`src/rtl/nanp_pkg.sv`:
```
// Shared types for the NaN result selector.
// Assumes every user imports the package; carries no logic of its own.
package nanp_pkg;

    // Operand class produced by the classifier.
    typedef enum logic [1:0] {
        CLS_NUM   = 2'd0,
        CLS_QUIET = 2'd1,
        CLS_SIG   = 2'd2
    } nan_cls_e;

    // Run-time priority policy codes.
    typedef enum logic [1:0] {
        POL_SIG_FIRST = 2'd0,
        POL_A_ANY     = 2'd1,
        POL_STEERED   = 2'd2,
        POL_MAGNITUDE = 2'd3
    } pick_pol_e;

    // Exponent width belonging to a word width (binary32 or binary64 layout).
    function automatic int exp_width(input int w);
        return (w == 64) ? 11 : 8;
    endfunction

endpackage

```
`src/rtl/nanp_classify.sv`:
```
// Sorts one operand into ordinary value, quiet NaN or signaling NaN.
// Assumes the usual sign / exponent / fraction layout, with the fraction MSB
// as the quiet/signal discriminator whose meaning is set by sig_msb_high.
module nanp_classify
    import nanp_pkg::*;
#(
    parameter int WIDTH = 32
) (
    input  logic [WIDTH-1:0] word,
    input  logic             sig_msb_high,
    output nan_cls_e         cls
);
    localparam int EXP_W  = exp_width(WIDTH);
    localparam int FRAC_W = WIDTH - 1 - EXP_W;

    logic exp_full;
    logic frac_nz;
    logic disc_bit;

    // Field decode.
    always_comb begin
        exp_full = &word[WIDTH-2 -: EXP_W];
        frac_nz  = |word[FRAC_W-1:0];
        disc_bit = word[FRAC_W-1];
    end

    // Class from field decode and polarity.
    always_comb begin
        if (!(exp_full && frac_nz))
            cls = CLS_NUM;
        else if (disc_bit == sig_msb_high)
            cls = CLS_SIG;
        else
            cls = CLS_QUIET;
    end
endmodule

```
`src/rtl/nanp_pick.sv`:
```
// Chooses which operand supplies the NaN result under one of four policies.
// Assumes at least one operand is a NaN; pick_b = 1 selects operand b.
module nanp_pick
    import nanp_pkg::*;
#(
    parameter int WIDTH = 32
) (
    input  logic [WIDTH-1:0] a_word,
    input  logic [WIDTH-1:0] b_word,
    input  nan_cls_e         a_cls,
    input  nan_cls_e         b_cls,
    input  logic [1:0]       policy,
    input  logic             use_first,
    output logic             pick_b
);
    logic a_nan, b_nan, a_sig, b_sig, a_qt, b_qt;
    logic a_larger;

    // Class shorthands.
    always_comb begin
        a_sig = (a_cls == CLS_SIG);
        b_sig = (b_cls == CLS_SIG);
        a_qt  = (a_cls == CLS_QUIET);
        b_qt  = (b_cls == CLS_QUIET);
        a_nan = a_sig || a_qt;
        b_nan = b_sig || b_qt;
    end

    // Magnitude compare with the sign dropped; sign decides an exact tie.
    always_comb begin
        if (a_word[WIDTH-2:0] != b_word[WIDTH-2:0])
            a_larger = (a_word[WIDTH-2:0] > b_word[WIDTH-2:0]);
        else
            a_larger = (a_word < b_word);
    end

    // Policy decision.
    always_comb begin
        case (pick_pol_e'(policy))
            POL_SIG_FIRST: begin
                if (a_sig)      pick_b = 1'b0;
                else if (b_sig) pick_b = 1'b1;
                else if (a_qt)  pick_b = 1'b0;
                else            pick_b = 1'b1;
            end
            POL_A_ANY:     pick_b = !a_nan;
            POL_STEERED:   pick_b = use_first ? !a_nan : b_nan;
            POL_MAGNITUDE: begin
                if (a_sig)
                    pick_b = b_sig ? !a_larger : b_qt;
                else if (a_qt)
                    pick_b = b_qt ? !a_larger : 1'b0;
                else
                    pick_b = 1'b1;
            end
            default:       pick_b = 1'b1;
        endcase
    end
endmodule

```
`src/rtl/nan_prop_sel.sv`:
```
// Two-operand NaN result selector: classify, choose, quiet, register.
// Assumes at least one operand of an accepted request is a NaN; results for
// two ordinary operands are not meaningful. One-cycle latency, no stalls.
module nan_prop_sel
    import nanp_pkg::*;
#(
    parameter int WIDTH = 32
) (
    input  logic             clk,
    input  logic             rst_n,
    input  logic             in_valid,
    input  logic [WIDTH-1:0] op_a,
    input  logic [WIDTH-1:0] op_b,
    input  logic [1:0]       policy,
    input  logic             use_first,
    input  logic             dflt_mode,
    input  logic             sig_msb_high,
    output logic             out_valid,
    output logic [WIDTH-1:0] result,
    output logic             invalid
);
    localparam int EXP_W  = exp_width(WIDTH);
    localparam int FRAC_W = WIDTH - 1 - EXP_W;
    localparam logic [WIDTH-1:0] DN_STD =
        {1'b0, {EXP_W{1'b1}}, 1'b1, {(FRAC_W-1){1'b0}}};
    localparam logic [WIDTH-1:0] DN_INV =
        {1'b0, {EXP_W{1'b1}}, 1'b0, {(FRAC_W-1){1'b1}}};
    localparam logic [WIDTH-1:0] QUIET_BIT =
        {{(EXP_W+1){1'b0}}, 1'b1, {(FRAC_W-1){1'b0}}};

    logic [WIDTH-1:0] ops [2];
    nan_cls_e         cls [2];
    logic             pick_b;
    logic [WIDTH-1:0] chosen;
    nan_cls_e         chosen_cls;
    logic [WIDTH-1:0] dnan;
    logic [WIDTH-1:0] next_result;
    logic             next_invalid;

    // Operand array for the classifier instances.
    always_comb begin
        ops[0] = op_a;
        ops[1] = op_b;
    end

    // One classifier per operand.
    for (genvar i = 0; i < 2; i++) begin : g_cls
        nanp_classify #(.WIDTH(WIDTH)) u_cls (
            .word         (ops[i]),
            .sig_msb_high (sig_msb_high),
            .cls          (cls[i])
        );
    end

    nanp_pick #(.WIDTH(WIDTH)) u_pick (
        .a_word    (op_a),
        .b_word    (op_b),
        .a_cls     (cls[0]),
        .b_cls     (cls[1]),
        .policy    (policy),
        .use_first (use_first),
        .pick_b    (pick_b)
    );

    // Selected operand, default NaN, quieting and flag.
    always_comb begin
        chosen       = pick_b ? op_b : op_a;
        chosen_cls   = pick_b ? cls[1] : cls[0];
        dnan         = sig_msb_high ? DN_INV : DN_STD;
        next_invalid = (cls[0] == CLS_SIG) || (cls[1] == CLS_SIG);
        if (dflt_mode)
            next_result = dnan;
        else if (chosen_cls == CLS_SIG)
            next_result = sig_msb_high ? dnan : (chosen | QUIET_BIT);
        else
            next_result = chosen;
    end

    // Output register; result and flag only load on an accepted request.
    always_ff @(posedge clk) begin
        if (!rst_n) begin
            out_valid <= 1'b0;
            result    <= '0;
            invalid   <= 1'b0;
        end else begin
            out_valid <= in_valid;
            if (in_valid) begin
                result  <= next_result;
                invalid <= next_invalid;
            end
        end
    end

    // a strobe in gives a strobe out one cycle later, and only then.
    p_strobe_r10: assert property (@(posedge clk) disable iff (!rst_n)
        in_valid |=> out_valid);
    p_idle_r10: assert property (@(posedge clk) disable iff (!rst_n)
        !in_valid |=> (!out_valid && $stable(result) && $stable(invalid)));

    // a signaling operand always leads to the flag.
    p_flag_r2: assert property (@(posedge clk) disable iff (!rst_n)
        (in_valid && (cls[0] == CLS_SIG || cls[1] == CLS_SIG)) |=> invalid);

    // default mode forces the default NaN of the sampled polarity.
    p_dflt_r3: assert property (@(posedge clk) disable iff (!rst_n)
        (in_valid && dflt_mode) |=>
        (result == ($past(sig_msb_high) ? DN_INV : DN_STD)));

    // with a NaN present the result is a NaN with the quiet encoding.
    p_out_quiet_r9: assert property (@(posedge clk) disable iff (!rst_n)
        (in_valid && (cls[0] != CLS_NUM || cls[1] != CLS_NUM)) |=>
        ((&result[WIDTH-2 -: EXP_W]) && (|result[FRAC_W-1:0]) &&
         (result[FRAC_W-1] != $past(sig_msb_high))));

    // policy 1 passes a quiet a through untouched.
    p_first_any_r5: assert property (@(posedge clk) disable iff (!rst_n)
        (in_valid && !dflt_mode && policy == 2'd1 && cls[0] == CLS_QUIET)
        |=> (result == $past(op_a)));

    // policy 2 steered to b passes a quiet b through untouched.
    p_steer_b_r6: assert property (@(posedge clk) disable iff (!rst_n)
        (in_valid && !dflt_mode && policy == 2'd2 && !use_first &&
         cls[1] == CLS_QUIET) |=> (result == $past(op_b)));
endmodule

```
`config.mk`:
```
export PLATFORM = sky130hd
export DESIGN_NAME = nan_prop_sel
export DESIGN_NICKNAME = d
export VERILOG_FILES = /design/src/rtl/nanp_pkg.sv /design/src/rtl/nanp_classify.sv /design/src/rtl/nanp_pick.sv /design/src/rtl/nan_prop_sel.sv
export SDC_FILE = /design/constraint.sdc
export NUM_CORES = 1
export LEC_CHECK = 0
export ABC_AREA = 1
export BUFFER_PORTS_ARGS = -buffer_cell sky130_fd_sc_hd__buf_4
export CAP_MARGIN = 20
export CORE_MARGIN = 10
export CORE_UTILIZATION = 56
export CTS_BUF_LIST = sky130_fd_sc_hd__clkbuf_8 sky130_fd_sc_hd__clkbuf_16
export CTS_CLUSTER_DIAMETER = 60
export DETAILED_ROUTE_END_ITERATION = 7
export HOLD_SLACK_MARGIN = 0.08
export MAX_ROUTING_LAYER = met4
export PLACE_DENSITY = 0.91
export SETUP_SLACK_MARGIN = 0.02
export SYNTH_ARGS = -nofsm -noshare
export SYNTH_HDL_FRONTEND = slang
export SYNTH_SLANG_ARGS = --single-unit
```
`constraint.sdc`:
```
create_clock -name clk -period 6 [get_ports clk]
set_clock_uncertainty 0.15 [all_clocks]
set_input_delay 0 -clock clk [delete_from_list [all_inputs] [get_ports clk]]
set_output_delay 0 -clock clk [all_outputs]
set_load 0.1 [all_outputs]
```
==> results of run 1 <==
path summary, 6_finish.rpt:
check | depth (start not counted) | to | slack [ps] | start
worst min register to register | 2 | result[7]$_SDFFE_PN0P_ | 380 | result[7]$_SDFFE_PN0P_
worst min-delay path | 5 | result[29]$_SDFFE_PN0P_ | 90 | op_b[29]
worst max-delay path | 22 | result[13]$_SDFFE_PN0P_ | 1770 | op_a[26]
worst max register to register | 5 | result[20]$_SDFFE_PN0P_ | 4540 | result[20]$_SDFFE_PN0P_
layout make-up:
class,instances,share of cell area [%]
Multi-Input combinational cell,431,46.4
Timing Repair Buffer,151,27.0
Sequential cell,34,14.7
Inverter,97,7.88
Tap cell,72,1.95
Clock buffer,5,1.49
Antenna cell,5,0.271
Clock inverter,2,0.217
report_power, final:
part           internal, mW  switching [mW]  total, mW  leakage (nW)
combinational         0.136           0.282      0.419          2.25
sequential            0.244          0.0110      0.255         0.282
clock                0.0778          0.0835      0.161        0.0438
total                 0.458           0.377      0.835          2.58
kinds of logic after synthesis:
| group | synth area share (%) |
|---|---|
| AND/OR/NAND/NOR | 37.5 |
| buffers and inverters | 13.8 |
| AO/OA/AOI/OAI | 14.9 |
| flip-flops | 20.8 |
| adder cells (fa/ha/maj) | 12.2 |
| XOR/XNOR | 0.534 |
| multiplexers | 0.305 |
routing by layer:
| layer | GRT usage, % | vias to the layer above | part of all wire, % |
|---|---|---|---|
| met5 | - | - | 0 |
| met4 | 12.2 | 0 | 3.9 |
| met3 | 4.78 | 62 | 9.3 |
| met2 | 47.3 | 304 | 49 |
| met1 | 32.9 | 1969 | 38 |
| li1 | - | 2119 | - |
worst max-delay path: stages:
cell           delay, ps
dlygate4sd3_1        560
buf_4                160
ha_1                 330
nand2_1               90
nor2_1               150
nand2_1              110
nor2_1               150
nand4_1              110
nor2_1               110
nand2_1               60
nand2_1               60
nand2_1               50
nand2_1               60
nand2_2               90
nand2_4              450
nand2_1               90
o21ai_0              170
o21ai_1               90
dlygate4sd3_1        560
nor2_1               130
nor2_1                60
dlygate4sd3_1        550
Yosys cell counts, drive strengths merged:
| library cell | n |
|---|---|
| or2 | 1 |
| inv | 95 |
| ha | 32 |
| o21ai | 56 |
| xnor2 | 1 |
| o211ai | 1 |
| clkinv | 2 |
| buf | 8 |
| nand3 | 18 |
| mux2i | 1 |
| a21oi | 35 |
| nand2 | 201 |
| a21o | 2 |
| o21bai | 1 |
| nor2 | 60 |
| clkbuf | 7 |
| nand4 | 15 |
| nor4 | 3 |
| xor2 | 1 |
| dfxtp | 34 |
| nor3 | 3 |
state kept, by name, indices dropped and copies added (netlist names):
| register | cells |
|---|---|
| out_valid | 1 |
| invalid | 1 |
| result | 32 |
what timing repair did:
item / 4_1_cts / 5_1_grt
hold buffers: 46 / 0
hold endpoints to repair: 33 / 0
gates resized for setup: 0 / 0
endpoints found under the setup margin: 0 / 0
stage by stage:
step	instance area [um^2]	hold WS, ps	setup slack (ps)	util (%)
5_1_grt	4610	125	1470	82.3
2_1_floorplan	3280	56.2	4000	-
3_5_place_dp	4070	185	3010	72.6
3_3_place_gp	4070	182	3160	72.6
6_report	4620	92.7	1770	82.4
4_1_cts	4610	83.5	1990	82.2
==> qor.yml, run 1 <==
global_routing:
  grt_pass1_vias: 4256
  grt_pass1_wl_um: 20500
  grt_max_degree: 64
  grt_usage_pct: 28.4
  antenna_found_initial: 2
  grt.overflow.total: 0
routing:
  vias_per_cell: 5.59
  wl_per_cell_um: 16.6
  wirelength_um: 13300
  num_vias: 4454
  drtIter0Drc: 470
  antenna_left: 0
  drc_errors: 0
  drtPass1Iterations: 6
setup_path:
  arrival_ps: 4250
  cp-end-kind: "register"
  critPathLaunchType: "input pin"
  worstPathMaxFanout: 63
  cp.required_ps: 6030
  crit_type: "input pin to register"
die:
  start_util_pct: 58.5
  rows: 27
  coreArea_mm2: 0.00561
  die_h_um: 96.5
  die-width_um: 96.5
  dieArea_mm2: 0.00932
  io_pins: 106
placement:
  globalplace.congestion: 0.950
  port-buffer-count: 105
  dp_hpwl_um: 9370
  dp.cells: 739
clock_tree:
  cts_tree: "done"
  clk_path_buf_depth: 2
  path_clk_slew_ps: 70
  insertion_delay_ps: 290
  postCtsSetupBuffers: 0
  numCtsBuffers: 5
  cts-root-buf: "clkbuf_8"
  cts.sink_count: 34
  cts_max_level: 2
synth:
  synthCells: 577
  synth_top_cell_area_share_pct: 22.5
  synth_area_mm2: 0.00328
  synth.distinct_cells: 28
  yosys_warnings: 0
  synth.net_count: 681
  ys_seq_area_share_pct: 20.8
  synth_top_area_cell: "nand2_1"
  ys_top_cells_by_area: "nand2_1 (23%), dfxtp_1 (21%), ha_1 (12%), inv_1 (11%), nor2_1 (6.9%)"
  syn_avg_cell_area_um2: 5.68
  ys_seq_elements: 34
worst_hold_path:
  hold_class: "input pin to register"
sta:
  maxSlewViolCount: 0
  period_needed_ps: 4230
  finalHoldViolations: 0
  setup_viol: 0
  rsz0062_at_grt: "no"
  clock.fmax_mhz: 237
  max_slew_margin_pct: 59.8
  fin_crit_sh_pct: 70.4
  worst_slew_pin_slew_ps: 601
  finalSetupTns_ps: 0
final_layout:
  nFillCells: 372
  multi_input_area_mm2: 0.00215
  layout.cells.most_common: "nand2_1"
  drive_gt1_share_pct: 16.5
  final_cell_mix: "nand2_1 (197), buf_4 (105), inv_1 (95), nor2_1 (60), dlygate4sd3_1 (46)"
  final_cell_count_no_fill: 797
  nets: 824
  synthToLayoutAreaGrowth_pct: 40.9
  regArea_um2: 681
flow_run:
  drv_cap: 0
power:
  vdd_drop_max_mv: 0.211
  power_mw: 0.835
  leakagePower_nw: 2.58
  cellPowerDensity_mw_per_mm2: 181
outcome:
  outcome: "finished clean"
No activity file was read; power rests on OpenSTA's default activity.
==> inputs of run 2 (changes only) <==
--- a/config.mk
+++ b/config.mk
@@ -9,13 +9,13 @@
 export BUFFER_PORTS_ARGS = -buffer_cell sky130_fd_sc_hd__buf_4
 export CAP_MARGIN = 20
 export CORE_MARGIN = 10
-export CORE_UTILIZATION = 56
+export CORE_UTILIZATION = 47
 export CTS_BUF_LIST = sky130_fd_sc_hd__clkbuf_8 sky130_fd_sc_hd__clkbuf_16
 export CTS_CLUSTER_DIAMETER = 60
 export DETAILED_ROUTE_END_ITERATION = 7
 export HOLD_SLACK_MARGIN = 0.08
 export MAX_ROUTING_LAYER = met4
-export PLACE_DENSITY = 0.91
+export PLACE_DENSITY = 0.82
 export SETUP_SLACK_MARGIN = 0.02
 export SYNTH_ARGS = -nofsm -noshare
 export SYNTH_HDL_FRONTEND = slang
==> constraint.sdc (replaced) <==
create_clock -name clk -period 3.8 [get_ports clk]
set_clock_uncertainty 0.15 [all_clocks]
set_input_delay 0 -clock clk [delete_from_list [all_inputs] [get_ports clk]]
set_output_delay 0 -clock clk [all_outputs]
set_load 0.1 [all_outputs]
==> run 2 against run 1 <==
  * Power increased by 57%
  * Worst hold slack improved by 5.6 ps
  * Routed wire length decreased by 10%
  * Flip-flop and latch count unchanged
  * Via count decreased by 6.7%
  * Non-clock buffer count increased by 2
  * Combinational power increased by 54%
  * Die area increased by 15%
  * Register-to-register slack got worse by 2200 ps
  * Critical path depth decreased by 2
  * Largest power group unchanged
==> qor.yml, run 2 (synthesis results as in run 1) <==
outcome:
  outcome: "finished clean"  # unchanged
final_layout:
  largest_register: "result"  # unchanged
  synthToLayoutAreaGrowth_pct: 43.3  # was 40.9%
  nFillCells: 594  # was 372
  drive_gt1_share_pct: 16.6  # was 16.5%
  final_cell_mix: "nand2_1 (197), buf_4 (105), inv_1 (96), nor2_1 (60), dlygate4sd3_1 (48)"  # was nand2_1 (197), buf_4 (105), inv_1 (95), nor2_1 (60), dlygate4sd3_1 (46)
  final_cell_count_no_fill: 824  # was 797
  largestRegisters: "result: 32 flops, invalid: 1 flops, out_valid: 1 flops"  # unchanged
  nets: 827  # was 824
  largest_register_ffs: 32  # unchanged
  layout.cells.most_common: "nand2_1"  # unchanged
  utilization_pct: 69.2  # was 82.4%
setup_path:
  cp-end-kind: "register"  # unchanged
  path_buf_inv: 3  # was 4
  arrival_ps: 3500  # was 4250 ps
  path_delay_family: "simple AND/OR/NAND/NOR gates"  # was buffers and inverters
  worstPathCellList: "dlygate4sd3_1 > buf_4 > ha_1 > nand2_1 > nor2_1 > nand2_1 > nor2_1 > nand4_1 > nor2_1 > nand2_1 > nand2_1 > nand2_1 > nand2_1 > nand2_2 > nand2_8 > nand2_2 > nand3_2 > nand4_1 > dlygate4sd3_1 > a21oi_1"  # was dlygate4sd3_1 > buf_4 > ha_1 > nand2_1 > nor2_1 > nand2_1 > nor2_1 > nand4_1 > nor2_1 > nand2_1 > nand2_1 > nand2_1 > nand2_1 > nand2_2 > nand2_4 > nand2_1 > o21ai_0 > o21ai_1 > dlygate4sd3_1 > nor2_1 > nor2_1 > dlygate4sd3_1
  slowest_stage: "dlygate4sd3_1"  # unchanged
  path_common_cell: "nand2_1"  # unchanged
  worstPathMaxFanout: 32  # was 63
  critPathLaunchType: "input pin"  # unchanged
  cp-startpoint: "op_a[23]"  # was op_a[26]
  cp.required_ps: 3870  # was 6030 ps
  worst_path_largest_cell_delay_ps: 610  # was 560 ps
  crit_type: "input pin to register"  # unchanged
  rr_startpoint: "result[19]$_SDFFE_PN0P_"  # was result[20]$_SDFFE_PN0P_
sta:
  setup_viol: 0  # unchanged
  maxSlewViolCount: 0  # unchanged
  period_needed_ps: 3430
  fin_hold_ws_ps: 98.3  # was 92.7 ps
  finalSetupTns_ps: 0  # unchanged
  worst_slew_pin_slew_ps: 585  # was 601 ps
  max_slew_margin_pct: 60.9  # was 59.8%
  clock.fmax_mhz: 292
  rsz0062_at_grt: "no"  # unchanged
  fin_crit_sh_pct: 90.2
  finalHoldViolations: 0  # unchanged
power:
  power.share.clock_pct: 20.4  # was 19.3%
  p_int_mw: 0.743  # was 0.458 mW
  leakagePower_nw: 2.60  # was 2.58 nW
  cellPowerDensity_mw_per_mm2: 280  # was 181 mW/mm^2
  power_mw: 1.31  # was 0.835 mW
  swShare_pct: 43.5  # was 45.2%
  combPwrFrac_pct: 49.2  # was 50.1%
  vdd_drop_max_mv: 0.131  # was 0.211 mV
  switchingPower_mw: 0.571  # was 0.377 mW
  pwr-share-seq_pct: 30.5  # about the same
routing:
  wirelength_um: 11900  # was 13300 um
  wl_met2_um: 5480  # was 6480 um
  antenna_left: 0  # unchanged
  wl_met1_um: 5170  # was 5030 um
  num_vias: 4157  # was 4454
  wl_per_cell_um: 14.4  # was 16.6 um
  drtIter0Drc: 275  # was 470
  vias_per_cell: 5.04  # was 5.59
  drtPass1Iterations: 5  # was 6
  dr_wl_met3_um: 710  # was 1230 um
  drc_errors: 0  # unchanged
  highest_layer: "met4"  # unchanged
clock_tree:
  numCtsBuffers: 5  # unchanged
  cts.sink_count: 34  # unchanged
  cts_tree: "done"  # unchanged
  clk_path_buf_depth: 2  # unchanged
  postCtsSetupBuffers: 0  # unchanged
  cts-root-buf: "clkbuf_8"  # unchanged
  path_clk_slew_ps: 60  # was 70 ps
  cts_max_level: 2  # unchanged
  insertion_delay_ps: 280  # was 290 ps
die:
  coreArea_mm2: 0.00679  # was 0.00561 mm^2
  start_util_pct: 48.3  # was 58.5%
  die_h_um: 104  # was 96.5 um
  rows: 30  # was 27
  io_pins: 106  # unchanged
  die-width_um: 104  # was 96.5 um
  dieArea_mm2: 0.0107  # was 0.00932 mm^2
worst_hold_path:
  min_from: "op_b[13]"  # was op_b[29]
  hold_class: "input pin to register"  # unchanged
global_routing:
  grt_pass1_wl_um: 18900  # was 20500 um
  grt.overflow.total: 0  # unchanged
  grt_usage_pct: 21.6  # was 28.4%
  grt_pass1_vias: 3963  # was 4256
  antenna_found_initial: 3  # was 2
  grt_max_degree: 64  # unchanged
placement:
  globalplace.congestion: 0.927  # was 0.950
  dp.cells: 763  # was 739
  dp_hpwl_um: 9100  # was 9370 um
  port-buffer-count: 105  # unchanged
flow_run:
  drv_cap: 0  # unchanged
[run 2: cell count changes in the layout (fill, tap and decap cells not counted), sizes merged]
| cell | before | now |
|---|---|---|
| diode | 5 | 4 |
| clkbuf | 5 | 6 |
| nand2 | 201 | 202 |
| dlygate4sd3 | 46 | 48 |
| clkinv | 4 | 3 |
| inv | 95 | 96 |
[run 2: worst paths after layout]
kind                              to  slack, ps  cells past startpoint
max reg2reg  result[19]$_SDFFE_PN0P_       2350                      5
min reg2reg  result[31]$_SDFFE_PN0P_        330                      2
min          result[13]$_SDFFE_PN0P_        100                      5
max          result[31]$_SDFFE_PN0P_        370                     20
[run 2: repair_timing]
| action | CTS | global route |
|---|---|---|
| setup endpoints to repair | 0 | 14 |
| endpoints found under the hold margin | 33 | 0 |
| hold buffers | 48 | 0 |
| gates resized for setup | 0 | 1 |
[run 2: layout make-up]
type	count	area (um^2)	area share, %
clock buffer	6	82.6	1.76
tap	96	120	2.56
antenna	4	10.0	0.213
sequential	34	681	14.5
timing repair buffer	153	1270	27.0
inverter	97	364	7.75
clock inverter	2	8.76	0.186
multi-input combinational	432	2170	46.1
[run 2: worst min-delay path: cells and delay by family]
family	cells	cell delay, ps
compound gates	2	260
buf+inv	1	90
simple gates	2	140
[run 2: power by group through the flow]
stage / Clock [mW] / Sequential (mW) / Combinational (mW)
floorplan: 0 / 0.609 / 0.217
global placement: 0 / 0.407 / 0.587
detailed placement: 0 / 0.408 / 0.591
CTS: 0.274 / 0.400 / 0.636
global route: 0.294 / 0.404 / 0.698
finish: 0.268 / 0.400 / 0.646
[run 2: through the flow]
stage          worst slack [ps]  instance area [um^2]
2_1_floorplan              1800                  3280
3_3_place_gp                992                  4100
3_5_place_dp                890                  4100
4_1_cts                     318                  4670
5_1_grt                    56.5                  4700
6_report                    371                  4700
[run 2: metal layers]
layer	global-route usage [%]	up-vias
met1	25.8	1785
li1	-	2121
met2	34.6	206
met3	3.04	45
met5	-	-
met4	10.6	0
